## src/rtl/pkbuf_pkg.sv

```systemverilog
// Shared types for the packed byte staging buffer.
// Assumes one buffer operation per cycle, chosen by priority in the top module.
package pkbuf_pkg;
    typedef enum logic [2:0] {
        OP_NONE  = 3'd0,
        OP_WRITE = 3'd1,
        OP_READ  = 3'd2,
        OP_POP   = 3'd3,
        OP_PUSH  = 3'd4
    } op_e;

    localparam int FLG_OVR  = 0;
    localparam int FLG_UDF  = 1;
    localparam int FLG_RDY  = 2;
    localparam int FLG_SGL  = 3;
    localparam int FLAG_N   = 4;
endpackage

```

## src/rtl/pkb_tx_ctrl.sv

```systemverilog
// Transmit level and transmit-side flags.
// Assumes op already carries the single winning operation of the cycle.
module pkb_tx_ctrl import pkbuf_pkg::*; #(
    parameter int SLOTS = 4,
    parameter int CNT_W = 3
) (
    input  logic             clk,
    input  logic             rst_n,
    input  op_e              op,
    input  logic             ack_udf,
    input  logic             ack_rdy,
    output logic [CNT_W-1:0] level,
    output logic             wr_take,
    output logic             udf,
    output logic             rdy
);
    localparam logic [CNT_W-1:0] WR_MAX = CNT_W'(SLOTS - 2);
    localparam logic [CNT_W-1:0] ONE    = CNT_W'(1);
    localparam logic [CNT_W-1:0] TWO    = CNT_W'(2);

    logic [CNT_W-1:0] level_n;
    logic             udf_n;
    logic             rdy_n;

    assign wr_take = (op == OP_WRITE) && (level <= WR_MAX);

    // Next level and flags: acknowledges first, then the operation.
    always_comb begin
        level_n = level;
        udf_n   = udf & ~ack_udf;
        rdy_n   = rdy & ~ack_rdy;
        case (op)
            OP_WRITE: begin
                if (wr_take) begin
                    level_n = level + TWO;
                    udf_n   = 1'b0;
                    if (level_n > TWO) rdy_n = 1'b0;
                end
            end
            OP_POP: begin
                rdy_n = 1'b1;
                if (level == '0) udf_n = 1'b1;
                else             level_n = level - ONE;
            end
            default: ;
        endcase
    end

    // State register.
    always_ff @(posedge clk) begin
        if (!rst_n) begin
            level <= '0;
            udf   <= 1'b0;
            rdy   <= 1'b0;
        end else begin
            level <= level_n;
            udf   <= udf_n;
            rdy   <= rdy_n;
        end
    end
endmodule

```

## src/rtl/pkb_rx_ctrl.sv

```systemverilog
// Receive level and receive-side flags; tells the store when to shift or clear.
// Assumes op already carries the single winning operation of the cycle.
module pkb_rx_ctrl import pkbuf_pkg::*; #(
    parameter int SLOTS = 4,
    parameter int CNT_W = 3
) (
    input  logic             clk,
    input  logic             rst_n,
    input  op_e              op,
    input  logic             ack_ovr,
    input  logic             ack_sgl,
    output logic [CNT_W-1:0] level,
    output logic             push_take,
    output logic             rd_empty,
    output logic             rd_shift,
    output logic             ovr,
    output logic             sgl
);
    localparam logic [CNT_W-1:0] FULL = CNT_W'(SLOTS);
    localparam logic [CNT_W-1:0] ONE  = CNT_W'(1);
    localparam logic [CNT_W-1:0] TWO  = CNT_W'(2);

    logic [CNT_W-1:0] level_n;
    logic             ovr_n;
    logic             sgl_n;

    assign push_take = (op == OP_PUSH) && (level != FULL);
    assign rd_empty  = (op == OP_READ) && (level == ONE || level == TWO);
    assign rd_shift  = (op == OP_READ) && (level > TWO);

    // Next level and flags: acknowledges first, then the operation.
    always_comb begin
        level_n = level;
        ovr_n   = ovr & ~ack_ovr;
        sgl_n   = sgl & ~ack_sgl;
        case (op)
            OP_READ: begin
                ovr_n = 1'b0;
                if (level == ONE) begin
                    sgl_n   = 1'b1;
                    level_n = '0;
                end else if (level >= TWO) begin
                    level_n = level - TWO;
                end
            end
            OP_PUSH: begin
                if (push_take) level_n = level + ONE;
                else           ovr_n   = 1'b1;
            end
            default: ;
        endcase
    end

    // State register.
    always_ff @(posedge clk) begin
        if (!rst_n) begin
            level <= '0;
            ovr   <= 1'b0;
            sgl   <= 1'b0;
        end else begin
            level <= level_n;
            ovr   <= ovr_n;
            sgl   <= sgl_n;
        end
    end
endmodule

```

## src/rtl/pkb_store.sv

```systemverilog
// Packed byte store shared by both directions, with byte selection and ordering.
// Assumes at most one of wr_take, rd_empty, rd_shift, push_take is high.
module pkb_store #(
    parameter int SLOTS  = 4,
    parameter int BYTE_W = 8,
    parameter int CNT_W  = 3
) (
    input  logic                clk,
    input  logic                rst_n,
    input  logic                swap,
    input  logic                wr_take,
    input  logic [2*BYTE_W-1:0] wr_data,
    input  logic                push_take,
    input  logic [BYTE_W-1:0]   rx_byte,
    input  logic [CNT_W-1:0]    rx_level,
    input  logic                rd_empty,
    input  logic                rd_shift,
    input  logic [CNT_W-1:0]    tx_level,
    output logic [BYTE_W-1:0]   tx_byte,
    output logic [2*BYTE_W-1:0] rd_data
);
    localparam int WORD_W = 2 * BYTE_W;
    localparam int BUF_W  = SLOTS * BYTE_W;

    logic [BUF_W-1:0]  data_q;
    logic [BUF_W-1:0]  data_n;
    logic [WORD_W-1:0] wr_word;
    logic [BYTE_W-1:0] b0;
    logic [BYTE_W-1:0] b1;

    // Word-to-byte mapping for writes, selected by byte order.
    assign wr_word = swap ? wr_data : {wr_data[BYTE_W-1:0], wr_data[WORD_W-1:BYTE_W]};

    // Bytes-to-word mapping for reads.
    assign b0      = data_q[BYTE_W-1:0];
    assign b1      = data_q[WORD_W-1:BYTE_W];
    assign rd_data = swap ? {b0, b1} : {b1, b0};

    // Offer the byte at slot (tx_level-1), or zero when nothing is queued.
    always_comb begin
        tx_byte = '0;
        for (int i = 0; i < SLOTS; i++) begin
            if (tx_level == CNT_W'(i + 1)) tx_byte = data_q[i*BYTE_W +: BYTE_W];
        end
    end

    // Next store contents for the winning operation.
    always_comb begin
        data_n = data_q;
        if (wr_take) begin
            data_n = {data_q[BUF_W-WORD_W-1:0], wr_word};
        end else if (rd_empty) begin
            data_n = '0;
        end else if (rd_shift) begin
            data_n = data_q >> WORD_W;
        end else if (push_take) begin
            for (int i = 0; i < SLOTS; i++) begin
                if (rx_level == CNT_W'(i)) data_n[i*BYTE_W +: BYTE_W] = rx_byte;
            end
        end
    end

    // Store register.
    always_ff @(posedge clk) begin
        if (!rst_n) data_q <= '0;
        else        data_q <= data_n;
    end
endmodule

```

## src/rtl/packed_byte_buffer.sv

```systemverilog
// Top: picks one operation per cycle by priority and joins the level trackers
// with the shared store. Assumes strobes are synchronous to clk.
module packed_byte_buffer import pkbuf_pkg::*; #(
    parameter int SLOTS  = 4,
    parameter int BYTE_W = 8,
    parameter int WORD_W = 2 * BYTE_W,
    parameter int CNT_W  = $clog2(SLOTS + 1)
) (
    input  logic              clk,
    input  logic              rst_n,
    input  logic              byte_swap,
    input  logic              wr_en,
    input  logic [WORD_W-1:0] wr_data,
    input  logic              rd_en,
    output logic [WORD_W-1:0] rd_data,
    input  logic              tx_pop,
    output logic [BYTE_W-1:0] tx_byte,
    input  logic              rx_push,
    input  logic [BYTE_W-1:0] rx_byte,
    input  logic [FLAG_N-1:0] flag_ack,
    output logic [CNT_W-1:0]  tx_level,
    output logic [CNT_W-1:0]  rx_level,
    output logic              rx_ovr,
    output logic              tx_udf,
    output logic              tx_rdy,
    output logic              rx_single
);
    op_e  op;
    logic wr_take;
    logic push_take;
    logic rd_empty;
    logic rd_shift;

    // Priority select: write, read, pop, push.
    always_comb begin
        op = OP_NONE;
        if (wr_en)        op = OP_WRITE;
        else if (rd_en)   op = OP_READ;
        else if (tx_pop)  op = OP_POP;
        else if (rx_push) op = OP_PUSH;
    end

    pkb_tx_ctrl #(.SLOTS(SLOTS), .CNT_W(CNT_W)) u_tx (
        .clk     (clk),
        .rst_n   (rst_n),
        .op      (op),
        .ack_udf (flag_ack[FLG_UDF]),
        .ack_rdy (flag_ack[FLG_RDY]),
        .level   (tx_level),
        .wr_take (wr_take),
        .udf     (tx_udf),
        .rdy     (tx_rdy)
    );

    pkb_rx_ctrl #(.SLOTS(SLOTS), .CNT_W(CNT_W)) u_rx (
        .clk       (clk),
        .rst_n     (rst_n),
        .op        (op),
        .ack_ovr   (flag_ack[FLG_OVR]),
        .ack_sgl   (flag_ack[FLG_SGL]),
        .level     (rx_level),
        .push_take (push_take),
        .rd_empty  (rd_empty),
        .rd_shift  (rd_shift),
        .ovr       (rx_ovr),
        .sgl       (rx_single)
    );

    pkb_store #(.SLOTS(SLOTS), .BYTE_W(BYTE_W), .CNT_W(CNT_W)) u_store (
        .clk       (clk),
        .rst_n     (rst_n),
        .swap      (byte_swap),
        .wr_take   (wr_take),
        .wr_data   (wr_data),
        .push_take (push_take),
        .rx_byte   (rx_byte),
        .rx_level  (rx_level),
        .rd_empty  (rd_empty),
        .rd_shift  (rd_shift),
        .tx_level  (tx_level),
        .tx_byte   (tx_byte),
        .rd_data   (rd_data)
    );
endmodule

```

## config.mk

```make
export PLATFORM = sky130hd
export DESIGN_NAME = packed_byte_buffer
export DESIGN_NICKNAME = d
export VERILOG_FILES = /design/src/rtl/pkbuf_pkg.sv /design/src/rtl/pkb_tx_ctrl.sv /design/src/rtl/pkb_rx_ctrl.sv /design/src/rtl/pkb_store.sv /design/src/rtl/packed_byte_buffer.sv
export SDC_FILE = /design/constraint.sdc
export NUM_CORES = 1
export LEC_CHECK = 0
export BUFFER_PORTS_ARGS = -buffer_cell sky130_fd_sc_hd__buf_2
export CAP_MARGIN = 0
export CORE_MARGIN = 2
export CORE_UTILIZATION = 50
export CTS_CLUSTER_DIAMETER = 100
export DETAILED_ROUTE_END_ITERATION = 6
export GPL_TIMING_DRIVEN = 0
export PLACE_DENSITY = 0.82
export REMOVE_ABC_BUFFERS = 1
export SKIP_LAST_GASP = 1
export SLEW_MARGIN = 20
export SYNTH_ARGS = -nofsm -noshare
export SYNTH_HDL_FRONTEND = slang
export SYNTH_SLANG_ARGS = --single-unit
```

## constraint.sdc

```tcl
create_clock -name clk -period 2.8 [get_ports clk]
set_clock_uncertainty 0.2 [all_clocks]
set_input_delay 0.56 -clock clk [delete_from_list [all_inputs] [get_ports clk]]
set_output_delay 0.56 -clock clk [all_outputs]
set_load 0.1 [all_outputs]
```

==> impl_metrics.tcl, run 1 <==
set metrics [dict create \
    drt-pass1-iter-count 6 \
    final_area_um2 3699 \
    cts_max_level 2 \
    hpwl_um 5744 \
    startpoint_type "flop" \
    synth_cell_types 51 \
    max_freq_mhz 364.1 \
    grt_pass1_wl_um 14600 \
    cts_tree "built" \
    wire_per_inst_um 20.46 \
    core_region_area_um2 5956 \
    synth_top_area_share 0.2700 \
    finalHoldViolCount 0 \
    nets 445 \
    grt_max_degree 34 \
    clkTransAtPathRegs_ns 0.08 \
    post-route-period-util 0.9808 \
    ctsHoldBuffers 0 \
    ys_warn_count 0 \
    slew_headroom 0.2608 \
    multi_input_area_um2 2142 \
    cts-root-buf "clkbuf_8" \
    groute.usage.overall 0.2574 \
    synth_top_area_cell "dfxtp_1" \
    syn_inst 343 \
    synth_area_per_cell_um2 9.079 \
    r2r_cells 6 \
    place.gp.congestion 0.8825 \
    dpl_worst_slack_ns -1.165 \
    rsz0062_at_grt "true" \
    drt_iter0_markers 311 \
    clkSinkCount 42 \
    syn_area_um2 3114 \
    drive_gt1_frac 0.3333 \
    holdWs_ns 0.3020 \
    fin_util 0.6210 \
    grt_pass1_vias 2959 \
    r2r_slack_ns 0.09 \
    die_h_um 82.92 \
    crit_fanout 7 \
    crit_arrival_ns 1.99 \
    dieArea_um2 6876 \
    holdPathStages 2 \
    p_per_area_nw_per_um2 709.5 \
    num_io_pins 69 \
    endpoint_kind "primary output" \
    async_flop_share 0 \
    worstHoldStart "u_rx.ovr" \
    insertion_delay_ns 0.31 \
    dr_total_vias 3216 \
    status "finished clean" \
    rr_endpoint "u_store.data_q[14]" \
    tightestPinTransition_ns 1.108 \
    dieWidth_um 82.92 \
    antenna_found_initial 0 \
    cap_violations 0 \
    final_antenna_net_count 0 \
    setup_viol 0 \
    row_count 28 \
    num_antenna_cells 0 \
    yosysSeqAreaShare 0.2700 \
    num-fill-cells 525 \
    initial_utilization 0.5229 \
    final-seq-area_um2 849.6 \
    cts_buffers 5 \
    setup-tns-final_ns 0 \
    ir_drop_mv 0.5117 \
    vias_per_cell 6.785 \
    min_to "u_rx.ovr" \
    critPathRequiredTime_ns 2.04 \
    clockBufferDepth 2 \
    period_needed_ns 2.746 \
    grt-ovfl-total 0 \
    criticalPathCategory "reg -> out" \
    synth_area_leaders "dfxtp_1 (27%), mux2_2 (9.0%), a311oi_1 (6.5%), mux2i_1 (5.5%), ha_1 (4.8%)" \
    synth_common_cells "dfxtp_1 (42), nand2_1 (28), nor3_1 (27), mux2_2 (25), a311oi_1 (23)" \
    ys_seq_elements 42 \
    leakage_nw 1.577 \
    syn_to_final_growth_pct 18.76 \
    port_buffers 68 \
    placed_area_um2 3386 \
    synth_edf_count 0 \
    wl_um 9698 \
    synth.most_common_cell "dfxtp_1" \
    ys.flop_type "dfxtp_1" \
    drc 0 \
    drv_slew 0 \
    reg2reg_from "u_rx.level[1]" \
    finalWorstSetupSlack_ns 0.05374 \
    hold_class "reg -> reg" \
]
[flip-flops by register name (all words and copies together), names as in the netlist]
register,count
u_store.data_q,32
u_rx.level,3
u_tx.level,3
u_rx.ovr,1
u_rx.sgl,1
u_tx.rdy,1
u_tx.udf,1
[logic make-up (layout without fill, tap and decap cells)]
group / Yosys count / after routing / share of synthesized area
DFF: 42 / 42 / 0.2700
adders and majority gates: 12 / 12 / 0.04821
and+or+nand+nor: 98 / 98 / 0.1860
muxes: 42 / 42 / 0.1450
AOI/OAI and AO/OA: 108 / 109 / 0.2824
xor gates and xnor gates: 1 / 1 / 0.002813
buffers and inverters: 40 / 95 / 0.06548
[repair_timing]
action                                 4_1_cts  5_1_grt
gates cloned                                 0        2
setup buffers                                0        7
pin swaps                                    0        2
setup endpoints to repair                   43       38
endpoints found under the hold margin        0        0
resized for setup                           32       11
[worst max-delay path, stage by stage (launching register included)]
cell      delay, ns
dfxtp_4        0.41
clkinv_8       0.06
ha_4           0.20
buf_6          0.15
and3b_1        0.15
a41o_1         0.21
o211ai_1       0.15
o21ai_1        0.14
buf_6          0.21
[stage by stage]
stage / instances / total power [mW]
after floorplan: 314 / 1.780
after global placement: 457 / 2.000
after detailed placement: 457 / 2.028
after CTS: 465 / 2.542
after global routing: 474 / 2.729
final: 474 / 2.624
[power by group]
| group | total, mW | leakage (nW) | switching [mW] | internal, mW |
|---|---|---|---|---|
| clock | 0.489 | 0.0524 | 0.222 | 0.267 |
| combinational | 1.33 | 1.18 | 0.950 | 0.381 |
| sequential | 0.804 | 0.349 | 0.111 | 0.693 |
[cells in the final DEF, fill, tap and decap left out, types with 3 or more instances in the layout]
cell        n
o21ai_0     7
ha_1        9
nor3_1     27
clkbuf_8    6
o2bb2ai_1   8
dfxtp_1    39
and3_1      5
mux2_2     25
nand2b_1   12
buf_4       8
inv_1       9
o21a_1      9
buf_6       6
a311oi_1   23
nor2_1      3
buf_2      60
nand2_1    28
o21ai_1     6
and3b_1     8
a21oi_1     9
o221a_2     6
a22oi_1     8
a41o_1      8
o211ai_1    9
mux2i_1    17
[metal layers]
| layer | vias up | GRT usage | share of wire |
|---|---|---|---|
| li1 | 1441 | - | - |
| met1 | 1503 | 0.3225 | 0.40 |
| met2 | 236 | 0.4216 | 0.47 |
| met3 | 36 | 0.06262 | 0.11 |
| met4 | 0 | 0.1073 | 0.025 |
| met5 | - | 0 | 0 |
[final cells by class]
cell class,instances,share of cell area
clock buffers,7,0.02064
clock inverters,1,0.008119
inverters,11,0.01522
multi-input cells,262,0.5792
flip-flops and latches,42,0.2297
well taps,75,0.02537
repair buffers,75,0.1194
repair inverters,1,0.002368
[worst max path at each step]
stage                              end  cells past startpoint          start  slack [ns]
finish                      tx_byte[0]                      8  u_tx.level[2]        0.05
global route        u_store.data_q[29]                      6  u_rx.level[2]       -0.05
detailed placement  u_store.data_q[12]                      6  u_tx.level[2]       -1.16
floorplan                   tx_byte[0]                      6  u_tx.level[2]       -2.79
global placement    u_store.data_q[12]                      6  u_tx.level[2]       -1.10
CTS                         tx_byte[4]                      7  u_tx.level[2]        0.01
No activity file was read; power rests on OpenSTA's default activity.
==> run 2, diff against run 1 <==
- CORE_UTILIZATION: 50 -> 40
- HOLD_SLACK_MARGIN: unset -> 0.03
- PLACE_DENSITY: 0.82 -> 0.69
==> impl_metrics.tcl, run 2 (same netlist as run 1, synthesis figures left out) <==
set metrics [dict create \
    initial_utilization 0.4072 \
    holdWs_ns 0.2891 \
    clockBufferDepth 2 \
    maxUsedRoutingLayer "met4" \
    row_count 32 \
    place.gp.congestion 0.8256 \
    drc 0 \
    largest_reg_flops 32 \
    seqPwrFrac 0.323 \
    hpwl_um 6137 \
    p_per_area_nw_per_um2 684.9 \
    syn_to_final_growth_pct 16.71 \
    drt_iter0_markers 254 \
    grt_pass1_wl_um 14820 \
    final_antenna_net_count 0 \
    cts-root-buf "clkbuf_8" \
    finalHoldViolCount 0 \
    cap_violations 0 \
    clkSinkCount 42 \
    power_switching_mw 1.260 \
    reg_top3 "u_store.data_q: 32 flops, u_rx.level: 3 flops, u_tx.level: 3 flops" \
    grt-ovfl-total 0 \
    power.internal_mw 1.229 \
    dr_total_vias 3061 \
    vias_per_cell 6.222 \
    period_needed_ns 2.785 \
    num_antenna_cells 0 \
    num-fill-cells 759 \
    dp_cells 484 \
    cts_tree "built" \
    p_sw_frac 0.5061 \
    regMostFlops "u_store.data_q" \
    criticalPathCategory "reg -> out" \
    layout_commonest_cell "buf_2" \
    p_comb_frac 0.520 \
    cts_buffers 5 \
    ir_drop_mv 0.4718 \
    groute.usage.overall 0.2193 \
    setup_viol 0 \
    num_io_pins 69 \
    grt_pass1_vias 2910 \
    wl_um 9590 \
    wl_met2_um 4501 \
    insertion_delay_ns 0.30 \
    port_buffers 68 \
    rsz0062_at_grt "true" \
    final_cell_mix "buf_2 (60), dfxtp_1 (39), nand2_1 (27), nor3_1 (27), mux2_2 (25)" \
    wl_met1_um 4237 \
    wire_per_inst_um 19.49 \
    drive_gt1_frac 0.3231 \
    drt-pass1-iter-count 7 \
    cts_max_level 2 \
    startpoint_type "flop" \
    crit_fanout 27 \
    crit_arrival_ns 2.03 \
    leakage_nw 1.522 \
    layout.cells.non_filler 492 \
    dieArea_um2 8507 \
    multi_input_area_um2 2135 \
    tightestPinTransition_ns 1.025 \
    setup-tns-final_ns 0 \
    critPathRequiredTime_ns 2.04 \
    max_freq_mhz 359.0 \
    dieWidth_um 92.24 \
    power.clock.fraction 0.157 \
    nets 437 \
    clkTransAtPathRegs_ns 0.08 \
    core_region_area_um2 7647 \
    status "finished clean" \
    hold_class "reg -> reg" \
    post-route-period-util 0.9948 \
    grt_max_degree 34 \
    antenna_found_initial 0 \
    endpoint_kind "primary output" \
    drv_slew 0 \
    final-seq-area_um2 849.6 \
    slew_headroom 0.3168 \
    die_h_um 92.24 \
    wl_met3_um 646 \
]
[run 2: path summary, 6_finish.rpt]
check                                    from                 to  slack, ns  cells after the start
worst min register to register       u_rx.ovr           u_rx.ovr       0.29                      2
worst max register to register  u_rx.level[2]  u_store.data_q[1]       0.05                      6
worst min-delay path                 u_rx.ovr           u_rx.ovr       0.29                      2
worst max-delay path            u_tx.level[2]         tx_byte[0]       0.01                      7
[run 2: layout make-up]
| type | instances | share of cell area |
|---|---|---|
| repair buffers | 68 | 0.1074 |
| flip-flops and latches | 42 | 0.2337 |
| well taps | 102 | 0.03511 |
| clock buffers | 7 | 0.02100 |
| inverters | 11 | 0.01549 |
| multi-input cells | 262 | 0.5873 |
[run 2: routing by layer]
metal,GRT usage,up-vias
li1,-,1432
met1,0.2931,1458
met2,0.3554,144
met3,0.03698,27
met4,0.07960,0
met5,0,-
[run 2: per-stage QoR]
| stage | setup WS (ns) | total power [mW] | util | instance area (µm²) |
|---|---|---|---|---|
| CTS | 0.01605 | 2.451 | 0.4692 | 3588 |
| floorplan | -2.785 | 1.780 | - | 2952 |
| detailed placement | -1.169 | 2.034 | 0.4472 | 3420 |
| finish | 0.01470 | 2.490 | 0.4753 | 3635 |
| global route | -0.06060 | 2.599 | 0.4753 | 3635 |
| global placement | -1.041 | 2.009 | 0.4472 | 3420 |
[run 2: critical path: stages, from the launching register on]
cell and delay, ns:
dfxtp_4 0.41, clkinv_8 0.13, ha_4 0.24, and3b_1 0.17
a41o_1 0.22, o211ai_1 0.19, o21ai_1 0.14, buf_6 0.21
[run 2: timing repair]
action	in CTS	in global routing
hold buffers	0	0
gates cloned	0	1
buffers inserted	0	0
endpoints found under the setup margin	43	23
pin swaps	0	1
gates resized for setup	36	6
[run 2: power groups by stage]
stage                     logic (mW)  clock network, mW  registers (mW)
final                           1.29              0.390           0.805
after global routing            1.36              0.415           0.821
after CTS                       1.26              0.391           0.802
after detailed placement        1.22                  0           0.812
after global placement          1.20                  0           0.808
after floorplan                0.907                  0           0.873
==> run 3, diff against run 2 <==
==> constraint.sdc (replaced) <==
create_clock -name clk -period 2.8 [get_ports clk]
set_clock_uncertainty 0.2 [all_clocks]
set_input_delay 0.28 -clock clk [delete_from_list [all_inputs] [get_ports clk]]
set_output_delay 0.28 -clock clk [all_outputs]
set_load 0.1 [all_outputs]
==> impl_metrics.tcl, run 3 (same netlist as run 1, synthesis figures left out) <==
set metrics [dict create \
    status "finished clean" \
    largest_reg_flops 32 \
    clkTransAtPathRegs_ns 0.08 \
    drive_gt1_frac 0.3128 \
    regMostFlops "u_store.data_q" \
    dr_total_vias 3037 \
    cts_setup_buffers 0 \
    setup_viol 0 \
    drc 0 \
    antenna_found_initial 0 \
    cts-root-buf "clkbuf_8" \
    num_io_pins 69 \
    reg_top3 "u_store.data_q: 32 flops, u_rx.level: 3 flops, u_tx.level: 3 flops" \
    syn_to_final_growth_pct 15.27 \
    slew_headroom 0.3098 \
    initial_utilization 0.4072 \
    drt-pass1-iter-count 5 \
    rsz0062_at_grt "false" \
    period_needed_ns 2.724 \
    placed_area_um2 3420 \
    clockBufferDepth 2 \
    grt_pass1_wl_um 14810 \
    groute.usage.overall 0.2198 \
    layout.cells.non_filler 492 \
    crit_arrival_ns 2.73 \
    path_cells "inv_1 -> ha_1 -> and2_1 -> o32ai_2 -> nor3_1 -> a311oi_1" \
    grt-ovfl-total 0 \
    vias_per_cell 6.173 \
    final_antenna_net_count 0 \
    crit_fanout 12 \
    startpoint_type "flop" \
    port_buffers 68 \
    nets 437 \
    dieWidth_um 92.24 \
    final_area_um2 3590 \
    layout_commonest_cell "buf_2" \
    place.gp.congestion 0.8256 \
    insertion_delay_ns 0.30 \
    drv_slew 0 \
    post-route-period-util 0.9728 \
    criticalPathCategory "reg -> reg" \
    hold_class "in -> reg" \
    critPathRequiredTime_ns 2.80 \
    critPathTopFamily "compound AO/OA/AOI/OAI gates" \
    cts_buffers 5 \
    max_stage_delay_ns 0.86 \
    clkSinkCount 42 \
    tightestPinTransition_ns 1.035 \
    ctsHoldBuffers 0 \
    num_antenna_cells 0 \
    drt_iter0_markers 221 \
    cts_max_level 2 \
    grt_max_degree 34 \
    p_per_area_nw_per_um2 689.5 \
    max_freq_mhz 367.1 \
    wl_um 9603 \
    grt_pass1_vias 2880 \
    holdWs_ns 0.05171 \
    dp_cells 484 \
    timing.critical_path.buf_inv 1 \
    wire_per_inst_um 19.52 \
    leakage_nw 1.519 \
    final_cell_mix "buf_2 (60), dfxtp_1 (40), nand2_1 (27), nor3_1 (27), mux2_2 (25)" \
    finalHoldViolCount 0 \
    endpoint_kind "flop" \
    core_region_area_um2 7647 \
    slowest_stage "o32ai_2" \
    hpwl_um 6137 \
    dieArea_um2 8507 \
    cap_violations 0 \
    row_count 32 \
    die_h_um 92.24 \
    ir_drop_mv 0.4688 \
    cts_tree "built" \
]
run 3: cell count changes in the layout (fill, tap and decap cells not counted), moves of 2 or more:
cell | before | now
dfxtp_4 | 2 | 0
ha_1 | 9 | 11
ha_2 | 2 | 0
o21ai_0 | 5 | 10
buf_4 | 0 | 4
o21ai_1 | 7 | 3
buf_6 | 8 | 4
run 3: final timing paths:
path | slack (ns) | cells past startpoint | to | startpoint
setup / recovery | 0.08 | 6 | u_store.data_q[27] | u_rx.level[2]
hold / removal | 0.05 | 3 | u_rx.ovr | flag_ack[0]
setup reg to reg | 0.08 | 6 | u_store.data_q[27] | u_rx.level[2]
hold reg to reg | 0.29 | 2 | u_rx.ovr | u_rx.ovr
run 3: worst min-delay path: cells and delay by family:
kind | cells | cell delay (ns)
buffers and inverters | 1 | 0.07
AO/OA/AOI/OAI | 1 | 0.07
AND/OR/NAND/NOR | 1 | 0.08
run 3: layer usage:
layer,part of all wire,global-route usage,vias up
met3,0.066,0.03369,27
met2,0.46,0.3603,142
met5,0,0,-
met4,0.025,0.07214,0
met1,0.45,0.2955,1437
li1,-,-,1431
run 3: layout make-up:
| type | instances | area, µm² |
|---|---|---|
| Multi-Input combinational cell | 262 | 2121 |
| Sequential cell | 42 | 843.3 |
| Inverter | 11 | 46.29 |
| Tap cell | 102 | 127.6 |
| Fill cell | 766 | 4058 |
| Clock buffer | 7 | 76.32 |
| Timing Repair Buffer | 68 | 375.4 |
run 3: power by group:
part / internal [mW] / switching [mW]
Combinational: 0.356 / 0.925
Clock: 0.172 / 0.218
Sequential: 0.693 / 0.111
Total: 1.22 / 1.25
run 3: repair_timing:
item                                    CTS  global route
cloned                                    0             1
endpoints found under the setup margin   43            13
resized for setup                        20             5
run 3: metrics by stage:
stage / power, mW / utilization / setup slack (ns) / TNS [ns]
floorplan: 1.780 / - / -2.505 / -54.99
detailed placement: 2.034 / 0.4472 / -1.169 / -39.05
global route: 2.584 / 0.4694 / 0.0008678 / 0
global placement: 2.009 / 0.4472 / -1.041 / -35.17
CTS: 2.438 / 0.4648 / 0.009855 / 0
finish: 2.475 / 0.4694 / 0.07629 / 0
